<file path="config.mk">
export PLATFORM = sky130hd
export DESIGN_NAME = gpio_wake_bank
export DESIGN_NICKNAME = d
export VERILOG_FILES = /design/src/rtl/gpio_wake_pkg.sv /design/src/rtl/gpio_sync.sv /design/src/rtl/gpio_wake_status.sv /design/src/rtl/gpio_host_regs.sv /design/src/rtl/gpio_wake_bank.sv
export SDC_FILE = /design/constraint.sdc
export NUM_CORES = 1
export LEC_CHECK = 0
export ABC_CLOCK_PERIOD_IN_PS = 2300
export CAP_MARGIN = 10
export CORE_MARGIN = 5
export CORE_UTILIZATION = 49
export CTS_CLUSTER_DIAMETER = 200
export CTS_CLUSTER_SIZE = 12
export DETAILED_ROUTE_END_ITERATION = 6
export GPL_TIMING_DRIVEN = 0
export PLACE_DENSITY = 0.84
export SETUP_SLACK_MARGIN = 0.2
export SYNTH_ARGS = -nofsm -noshare
export SYNTH_HDL_FRONTEND = slang
export SYNTH_HIERARCHICAL = 1
export SYNTH_SLANG_ARGS = --single-unit
export TNS_END_PERCENT = 10
</file>
<file path="constraint.sdc">
create_clock -name clk -period 2.3 [get_ports clk]
set_input_delay 0.69 -clock clk [delete_from_list [all_inputs] [get_ports clk]]
set_output_delay 0.69 -clock clk [all_outputs]
set_load 0.02 [all_outputs]
</file>
<file path="src/rtl/gpio_wake_pkg.sv">
package gpio_wake_pkg;
  localparam int ADDR_W = 3;

  typedef enum logic [ADDR_W-1:0] {
    REG_DIR  = 3'd0,
    REG_POL  = 3'd1,
    REG_DATA = 3'd2,
    REG_STAT = 3'd3,
    REG_WEN  = 3'd4,
    REG_GEN  = 3'd5
  } gpio_reg_e;
endpackage

</file>
<file path="src/rtl/gpio_sync.sv">
module gpio_sync #(
  parameter int W = 8
) (
  input  logic         clk,
  input  logic         rst_n,
  input  logic [W-1:0] d,
  output logic [W-1:0] q
);
  logic [W-1:0] meta_q;
  logic [W-1:0] sync_q;

  always_ff @(posedge clk or negedge rst_n) begin
    if (!rst_n) begin
      meta_q <= '0;
      sync_q <= '0;
    end else begin
      meta_q <= d;
      sync_q <= meta_q;
    end
  end

  assign q = sync_q;
endmodule

</file>
<file path="src/rtl/gpio_wake_status.sv">
module gpio_wake_status #(
  parameter int NBITS = 8
) (
  input  logic             clk,
  input  logic             rst_n,
  input  logic [NBITS-1:0] smp,
  input  logic [NBITS-1:0] dir,
  input  logic [NBITS-1:0] pol,
  input  logic [NBITS-1:0] clr,
  output logic [NBITS-1:0] status
);
  logic [NBITS-1:0] prev_q;
  logic [NBITS-1:0] hit;
  logic [NBITS-1:0] status_q;
  logic [NBITS-1:0] status_d;

  for (genvar i = 0; i < NBITS; i++) begin : g_bit
    logic rise;
    logic fall;
    assign rise   = smp[i] & ~prev_q[i];
    assign fall   = ~smp[i] & prev_q[i];
    assign hit[i] = ~dir[i] & (pol[i] ? fall : rise);
  end

  // a new edge wins over a clear
  always_comb begin
    status_d = (status_q & ~clr) | hit;
  end

  always_ff @(posedge clk or negedge rst_n) begin
    if (!rst_n) begin
      prev_q   <= '0;
      status_q <= '0;
    end else begin
      prev_q   <= smp;
      status_q <= status_d;
    end
  end

  assign status = status_q;
endmodule

</file>
<file path="src/rtl/gpio_host_regs.sv">
module gpio_host_regs
  import gpio_wake_pkg::*;
#(
  parameter int NBITS = 8
) (
  input  logic              clk,
  input  logic              rst_n,
  input  logic              wr_en,
  input  logic              rd_en,
  input  logic [ADDR_W-1:0] addr,
  input  logic [NBITS-1:0]  wdata,
  input  logic [NBITS-1:0]  smp,
  input  logic [NBITS-1:0]  status,
  output logic [NBITS-1:0]  rdata,
  output logic [NBITS-1:0]  dir,
  output logic [NBITS-1:0]  pol,
  output logic [NBITS-1:0]  data,
  output logic [NBITS-1:0]  wen,
  output logic              gen,
  output logic [NBITS-1:0]  stat_clr
);
  logic [NBITS-1:0] dir_q, pol_q, data_q, wen_q, rdata_q;
  logic [NBITS-1:0] dir_d, pol_d, data_d, wen_d, rd_sel;
  logic             gen_q, gen_d;

  always_comb begin
    dir_d    = dir_q;
    pol_d    = pol_q;
    data_d   = data_q;
    wen_d    = wen_q;
    gen_d    = gen_q;
    stat_clr = '0;
    if (wr_en) begin
      case (gpio_reg_e'(addr))
        REG_DIR:  dir_d    = wdata;
        REG_POL:  pol_d    = wdata;
        REG_DATA: data_d   = (data_q & ~dir_q) | (wdata & dir_q);
        REG_STAT: stat_clr = wdata;
        REG_WEN:  wen_d    = wdata;
        REG_GEN:  gen_d    = wdata[0];
        default:  ;
      endcase
    end
  end

  always_comb begin
    case (gpio_reg_e'(addr))
      REG_DIR:  rd_sel = dir_q;
      REG_POL:  rd_sel = pol_q;
      REG_DATA: rd_sel = (data_q & dir_q) | ((smp ^ pol_q) & ~dir_q);
      REG_STAT: rd_sel = status;
      REG_WEN:  rd_sel = wen_q;
      REG_GEN:  rd_sel = {{(NBITS-1){1'b0}}, gen_q};
      default:  rd_sel = '0;
    endcase
  end

  always_ff @(posedge clk or negedge rst_n) begin
    if (!rst_n) begin
      dir_q   <= '0;
      pol_q   <= '0;
      data_q  <= '0;
      wen_q   <= '0;
      gen_q   <= 1'b0;
      rdata_q <= '0;
    end else begin
      dir_q  <= dir_d;
      pol_q  <= pol_d;
      data_q <= data_d;
      wen_q  <= wen_d;
      gen_q  <= gen_d;
      if (rd_en) begin
        rdata_q <= rd_sel;
      end
    end
  end

  assign rdata = rdata_q;
  assign dir   = dir_q;
  assign pol   = pol_q;
  assign data  = data_q;
  assign wen   = wen_q;
  assign gen   = gen_q;
endmodule

</file>
<file path="src/rtl/gpio_wake_bank.sv">
module gpio_wake_bank
  import gpio_wake_pkg::*;
#(
  parameter int NBITS = 8
) (
  input  logic              clk,
  input  logic              rst_n,
  input  logic              wr_en,
  input  logic              rd_en,
  input  logic [ADDR_W-1:0] addr,
  input  logic [NBITS-1:0]  wdata,
  output logic [NBITS-1:0]  rdata,
  input  logic [NBITS-1:0]  pin_in,
  output logic [NBITS-1:0]  pin_out,
  output logic [NBITS-1:0]  pin_oe,
  output logic              wake_evt
);
  logic             rst_meta_q, rst_core_n;
  logic [NBITS-1:0] smp, dir_q, pol_q, data_q, wen_q, status_q, stat_clr;
  logic             gen_q;
  logic             wake_d, wake_q;

  always_ff @(posedge clk or negedge rst_n) begin
    if (!rst_n) begin
      rst_meta_q <= 1'b0;
      rst_core_n <= 1'b0;
    end else begin
      rst_meta_q <= 1'b1;
      rst_core_n <= rst_meta_q;
    end
  end

  gpio_sync #(.W(NBITS)) u_sync (
    .clk(clk), .rst_n(rst_core_n), .d(pin_in), .q(smp)
  );

  gpio_host_regs #(.NBITS(NBITS)) u_regs (
    .clk(clk), .rst_n(rst_core_n), .wr_en(wr_en), .rd_en(rd_en),
    .addr(addr), .wdata(wdata), .smp(smp), .status(status_q),
    .rdata(rdata), .dir(dir_q), .pol(pol_q), .data(data_q),
    .wen(wen_q), .gen(gen_q), .stat_clr(stat_clr)
  );

  gpio_wake_status #(.NBITS(NBITS)) u_wake (
    .clk(clk), .rst_n(rst_core_n), .smp(smp), .dir(dir_q),
    .pol(pol_q), .clr(stat_clr), .status(status_q)
  );

  always_comb begin
    wake_d = gen_q & (|(status_q & wen_q));
  end

  always_ff @(posedge clk or negedge rst_core_n) begin
    if (!rst_core_n) begin
      wake_q <= 1'b0;
    end else begin
      wake_q <= wake_d;
    end
  end

  assign pin_out  = data_q ^ pol_q;
  assign pin_oe   = dir_q;
  assign wake_evt = wake_q;
endmodule

</file>
### Word-level counts from Yosys, hierarchy flattened

Cells that the tools add are included.

| word-level totals | value |
|---|---|
| register bits after elaboration | 76 |
| bits of input ports | 23 |
| output and inout bits | 25 |
| word-level logic and storage cells | 98 |

| operators by class | value |
|---|---|
| equal/unequal tests | 5 |
| mux-type cells | 11 |
| bitwise operators | 62 |
| reductions and logical operators | 7 |

Operators with widths:

| cell | number |
|---|---|
| 8-bit bitwise AND | 6 |
| 8-bit one-hot mux with 6 select lines | 1 |
| 1-bit bitwise AND | 25 |
| 1-bit inverter | 24 |
| 8-bit OR | 3 |
| 8-bit two-way mux | 2 |
| 8-bit inverter | 2 |
| 8-bit XOR | 2 |
| 2-bit AND reduction | 5 |
| 1-bit two-way mux | 8 |
| 8-bit OR reduction | 1 |
| 3-bit by 2-bit equality test with 1-bit output, second input constant | 2 |
| 3-bit equality test, second input constant | 2 |
| 3-bit by 1-bit equality test with 1-bit output, second input constant | 1 |
| 3-bit zero test | 1 |

### Depth between registers and ports, before layout

| depth | value |
|---|---|
| depth after elaboration | 6 |
| gate-level depth with buffers | 6 |
| gate-level depth less buffers | 5 |

### Cells and area by module

The synthesis kept the hierarchy.

Modules (own cells, without submodules):

| module | times used | cells each | area an instance (um2) | seq. area each (um2) |
|---|---|---|---|---|
| gpio_host_regs | 1 | 186 | 2203.4 | 1026.0 |
| gpio_wake_status | 1 | 48 | 650.6 | 400.4 |
| gpio_sync | 1 | 16 | 400.4 | 400.4 |
| gpio_wake_bank | 1 | 18 | 191.4 | 75.1 |

### Least setup slack after synthesis

OpenSTA, ideal clock, no wires.

| timing | value |
|---|---|
| path kind | input to register |
| from | input port addr[0] |
| to | register u_wake.status_q[0], in the netlist u_wake/status[0] |
| library setup time | 124 ps |
| arrival | 1757 ps |
| required time | 2176 ps |
| slack | 419 ps |
| stages on the path | 6 |
| buffers on the path | 1 |
| cell sequence | buf_2 > nand2b_1 > nor2_1 > and2_1 > inv_1 > a211o_1 |

| between the ends | value |
|---|---|
| longest elaborated chain between the ends | 6 |

RTL lines:

| element | line | text |
|---|---|---|
| start: declaration | gpio_wake_bank.sv:10 | `input logic [ADDR_W-1:0] addr,` |
| 3-bit by 2-bit equality test with 1-bit output | gpio_host_regs.sv:34 | `case (gpio_reg_e'(addr))` |
| 8-bit two-way mux | gpio_host_regs.sv:34 |  |
| 8-bit two-way mux | gpio_host_regs.sv:33 | `if (wr_en) begin` |
| named net stat_clr[0] | gpio_wake_bank.sv:19 | `logic [NBITS-1:0] smp, dir_q, pol_q, data_q, wen_q, status_q, stat_clr;` |
| 8-bit inverter | gpio_wake_status.sv:27 | `status_d = (status_q & ~clr) \| hit;` |
| 8-bit bitwise AND | gpio_wake_status.sv:27 |  |
| 8-bit OR | gpio_wake_status.sv:27 |  |
| named net u_wake.status_d[0] | gpio_wake_status.sv:15 | `logic [NBITS-1:0] status_d;` |
| end signal: assignment | gpio_wake_status.sv:36 | `status_q <= status_d;` |
| end: declaration | gpio_wake_status.sv:14 | `logic [NBITS-1:0] status_q;` |

The timed path passes the listed nets, and every way through them passes these cells.
A chain may end at the register's enable or synchronous reset.

### Worst setup path in the final report

| timing | value |
|---|---|
| from | register u_regs.rdata_q[6], in the netlist u_regs/rdata[6] |
| to | output port rdata[6] |

RTL lines:

| element | line | text |
|---|---|---|
| start: declaration | gpio_host_regs.sv:22 | `logic [NBITS-1:0] dir_q, pol_q, data_q, wen_q, rdata_q;` |
| start signal: assignment | gpio_host_regs.sv:73 | `rdata_q <= rd_sel;` |
| end: declaration | gpio_wake_bank.sv:12 | `output logic [NBITS-1:0] rdata,` |

No word-level cell between the ends.

==> summary.txt <==
Outcome: finished, final reports clean
CP required: 1610 ps
EDFF count, synth: 0
Clock insertion delay at the later pin of the skew report: 350 ps
Crit path kind: reg2out
Cells on worst reg2reg path: 4
Vias/cell: 5.50
Worst hold-check path type: reg2async
Final setup violation count: 0
Mapped Area: 0.00345 mm2
Flop pwr share: 0.459
Synth area leader: dfrtp_1
Final worst slack: 254 ps
Startpoint types: flop
Tot GR Track Use: 0.183
Fmax achieved: 0.489 GHz
Synth Register Bits: 76
Max VDD drop: 0.574 mV
RR Startpoint: u_regs/pol[7]
NetSw: 1170 uW
Resize count post-CTS: 19
Std cell rows: 30
DIE AREA: 0.00881 mm2
Crit path max-delay family: buffers and inverters
CP Capture Type: output port
CTS tree: yes
Fin Hold WS: 245 ps
ANT nets after route: 0
Clock power frac: 0.298
Die X: 93.9 um
Final Hold Viols: 0
Rel. slew slack: 0.558
Worst-Margin Slew: 660 ps
Distinct cell type count of the synthesized netlist: 39
Tcrit/Tclk final: 0.890
Critical Path AT: 1360 ps
CP cell instances: clkdlybuf4s50_1
Initial Util: 0.504
Area Growth Syn to Fin: 24.0%
Gr ovfl total: 0
Worst reg2reg setup slack: 870 ps
Post-DP HPWL: 4940 um
Avg WL per Cell: 17.6 um
Comb power frac: 0.243
Largest net degree at the start of global routing: 51
Max FO, Critical Path: 2
Cts bufs inserted: 9
Unrepaired setup endpoints after global routing: true
Slew Viols, Final: 0
Clock slew at reported path FFs: 70 ps
Dpl ws: -567 ps
Number of global-route vias before repair: 2399
Async SR Flop Fraction: 1.00
Fin nets: 348
Synth area leaders: dfrtp_1 (55%), mux2_2 (9.5%), mux2_4 (4.8%), nand2_1 (2.6%), a22oi_1 (2.4%)
Root buffer cell: clkbuf_8
DRC: 0
Port-buffer cells: 45
Syn. warnings: 6
Die Y-Extent: 93.9 um
Global-route wire length before repair: 12100 um
Clock net sink count: 76
Max-cap viol count: 0
Cell Pwr Density: 921 mW/mm2
Worst path slowest cell: clkdlybuf4s50_1
Setup Fix Bufs, Post-CTS: 0
Area fraction of the dominant cell type after synthesis: 0.552
1st-iter DRT viols: 147
DRT Pass-1 Iters: 4
Drt total wl: 7500 um
Placeable Area: 0.00683 mm2
H-tree Lvls: 3
Post-synth top cells: dfrtp_1 (76), mux2_2 (29), nand2_1 (24)
Initial antenna violation count: 0
Final Wtd Congestion: 0.757
Main synth FF type: dfrtp_1
Antenna cells: 0
Worst setup path start: u_regs/rdata[6]
Leakage: 0.00180 uW
Via Count: 2345
Post-route minimum period: 2050 ps
Final Core Density: 0.625
Max incr delay on CP: 620 ps
Mean Syn Cell Area: 12.9 um2
Count leader, synth: dfrtp_1
Placed Cells incl. Taps: 410
Worst r2r dst: u_regs/rdata[7]
Worst Skew: 6.98 ps
Post-Layout Cell Count: 426
Syn Inst Count: 268
Post-Syn Nets: 291
Share of layout cells above drive strength 1: 0.221
Ports: 48
Switching share of total power: 0.297
Clock tree buffer depth: 2
Sequential fraction of the synthesis area: 0.552
Buf+Inv Stages, Crit Path: 1
Internal power: 2770 uW
Hold Buf Count CTS: 0
cells in the final DEF (no fill, tap or decap), types with 2 or more instances in the layout:
master,n
a211o_1,8
a21oi_1,2
a221o_1,6
a22oi_1,11
and2_1,9
buf_2,5
bufinv_16,2
clkbuf_1,2
clkbuf_8,12
clkdlybuf4s50_1,28
dfrtp_1,74
dlygate4sd2_1,17
inv_1,9
mux2_2,29
mux2_4,11
nand2_1,24
nand2b_1,2
nor2_1,2
nor2_4,2
nor2b_1,6
nor3_4,2
nor3b_1,2
nor4b_1,8
nor4bb_1,8
o21ai_0,11
o21ai_1,3
xnor2_1,7
xor2_1,9
per-stage QoR:
step | setup TNS (ps) | cell area, um2 | total power [uW]
6_report | 0 | 4270 | 3940
5_1_grt | 0 | 4270 | 4120
4_1_cts | 0 | 4270 | 3970
3_5_place_dp | -11740 | 4050 | 2870
3_3_place_gp | -11720 | 4020 | 2820
2_1_floorplan | 0 | 3450 | 2410
power by group through the flow:
stage | Sequential (uW) | Combinational [uW] | Clock [uW]
2_1_floorplan | 1850 | 564 | 0
3_3_place_gp | 1830 | 994 | 0
3_5_place_dp | 1830 | 1040 | 0
4_1_cts | 1810 | 966 | 1200
5_1_grt | 1850 | 1030 | 1250
6_report | 1810 | 955 | 1170
final cells by class:
type,instances,area (um2)
plain buffers,7,40.0
clock buffers,13,169
clock inverters,3,67.6
fillers,547,2560
inverters,9,33.8
multi-input cells,176,1480
flip-flops and latches,76,1910
well taps,96,120
repair buffers,46,457
worst register-to-register path: stages (launching register included):
cell and delay [ps]:
dfrtp_1 450, mux2_2 290, a22oi_1 170, o21ai_0 110, a221o_1 290
cell families after synthesis:
family	count (synthesis)	share of synthesized area
AOI/OAI and AO/OA	47	0.0988
xor gates and xnor gates	16	0.0407
buffers and inverters	16	0.0214
DFF	76	0.552
muxes	41	0.146
other	1	0.00109
and+or+nand+nor	71	0.141
how the worst max path moves through the flow:
stage / end / cells past startpoint
after floorplan: u_wake/status[0] / 6
after global placement: u_wake/status[3] / 7
after detailed placement: u_wake/status[7] / 7
after CTS: pin_out[6] / 2
after global routing: pin_out[6] / 2
final: rdata[6] / 1
layer usage:
layer  share of wire  up-vias  track usage
li1                -     1083            -
met1            0.42     1180        0.226
met2            0.50       71        0.295
met3           0.061       11       0.0681
met4           0.018        0       0.0674
met5               0        -            0
No activity file was read; power rests on OpenSTA's default activity.
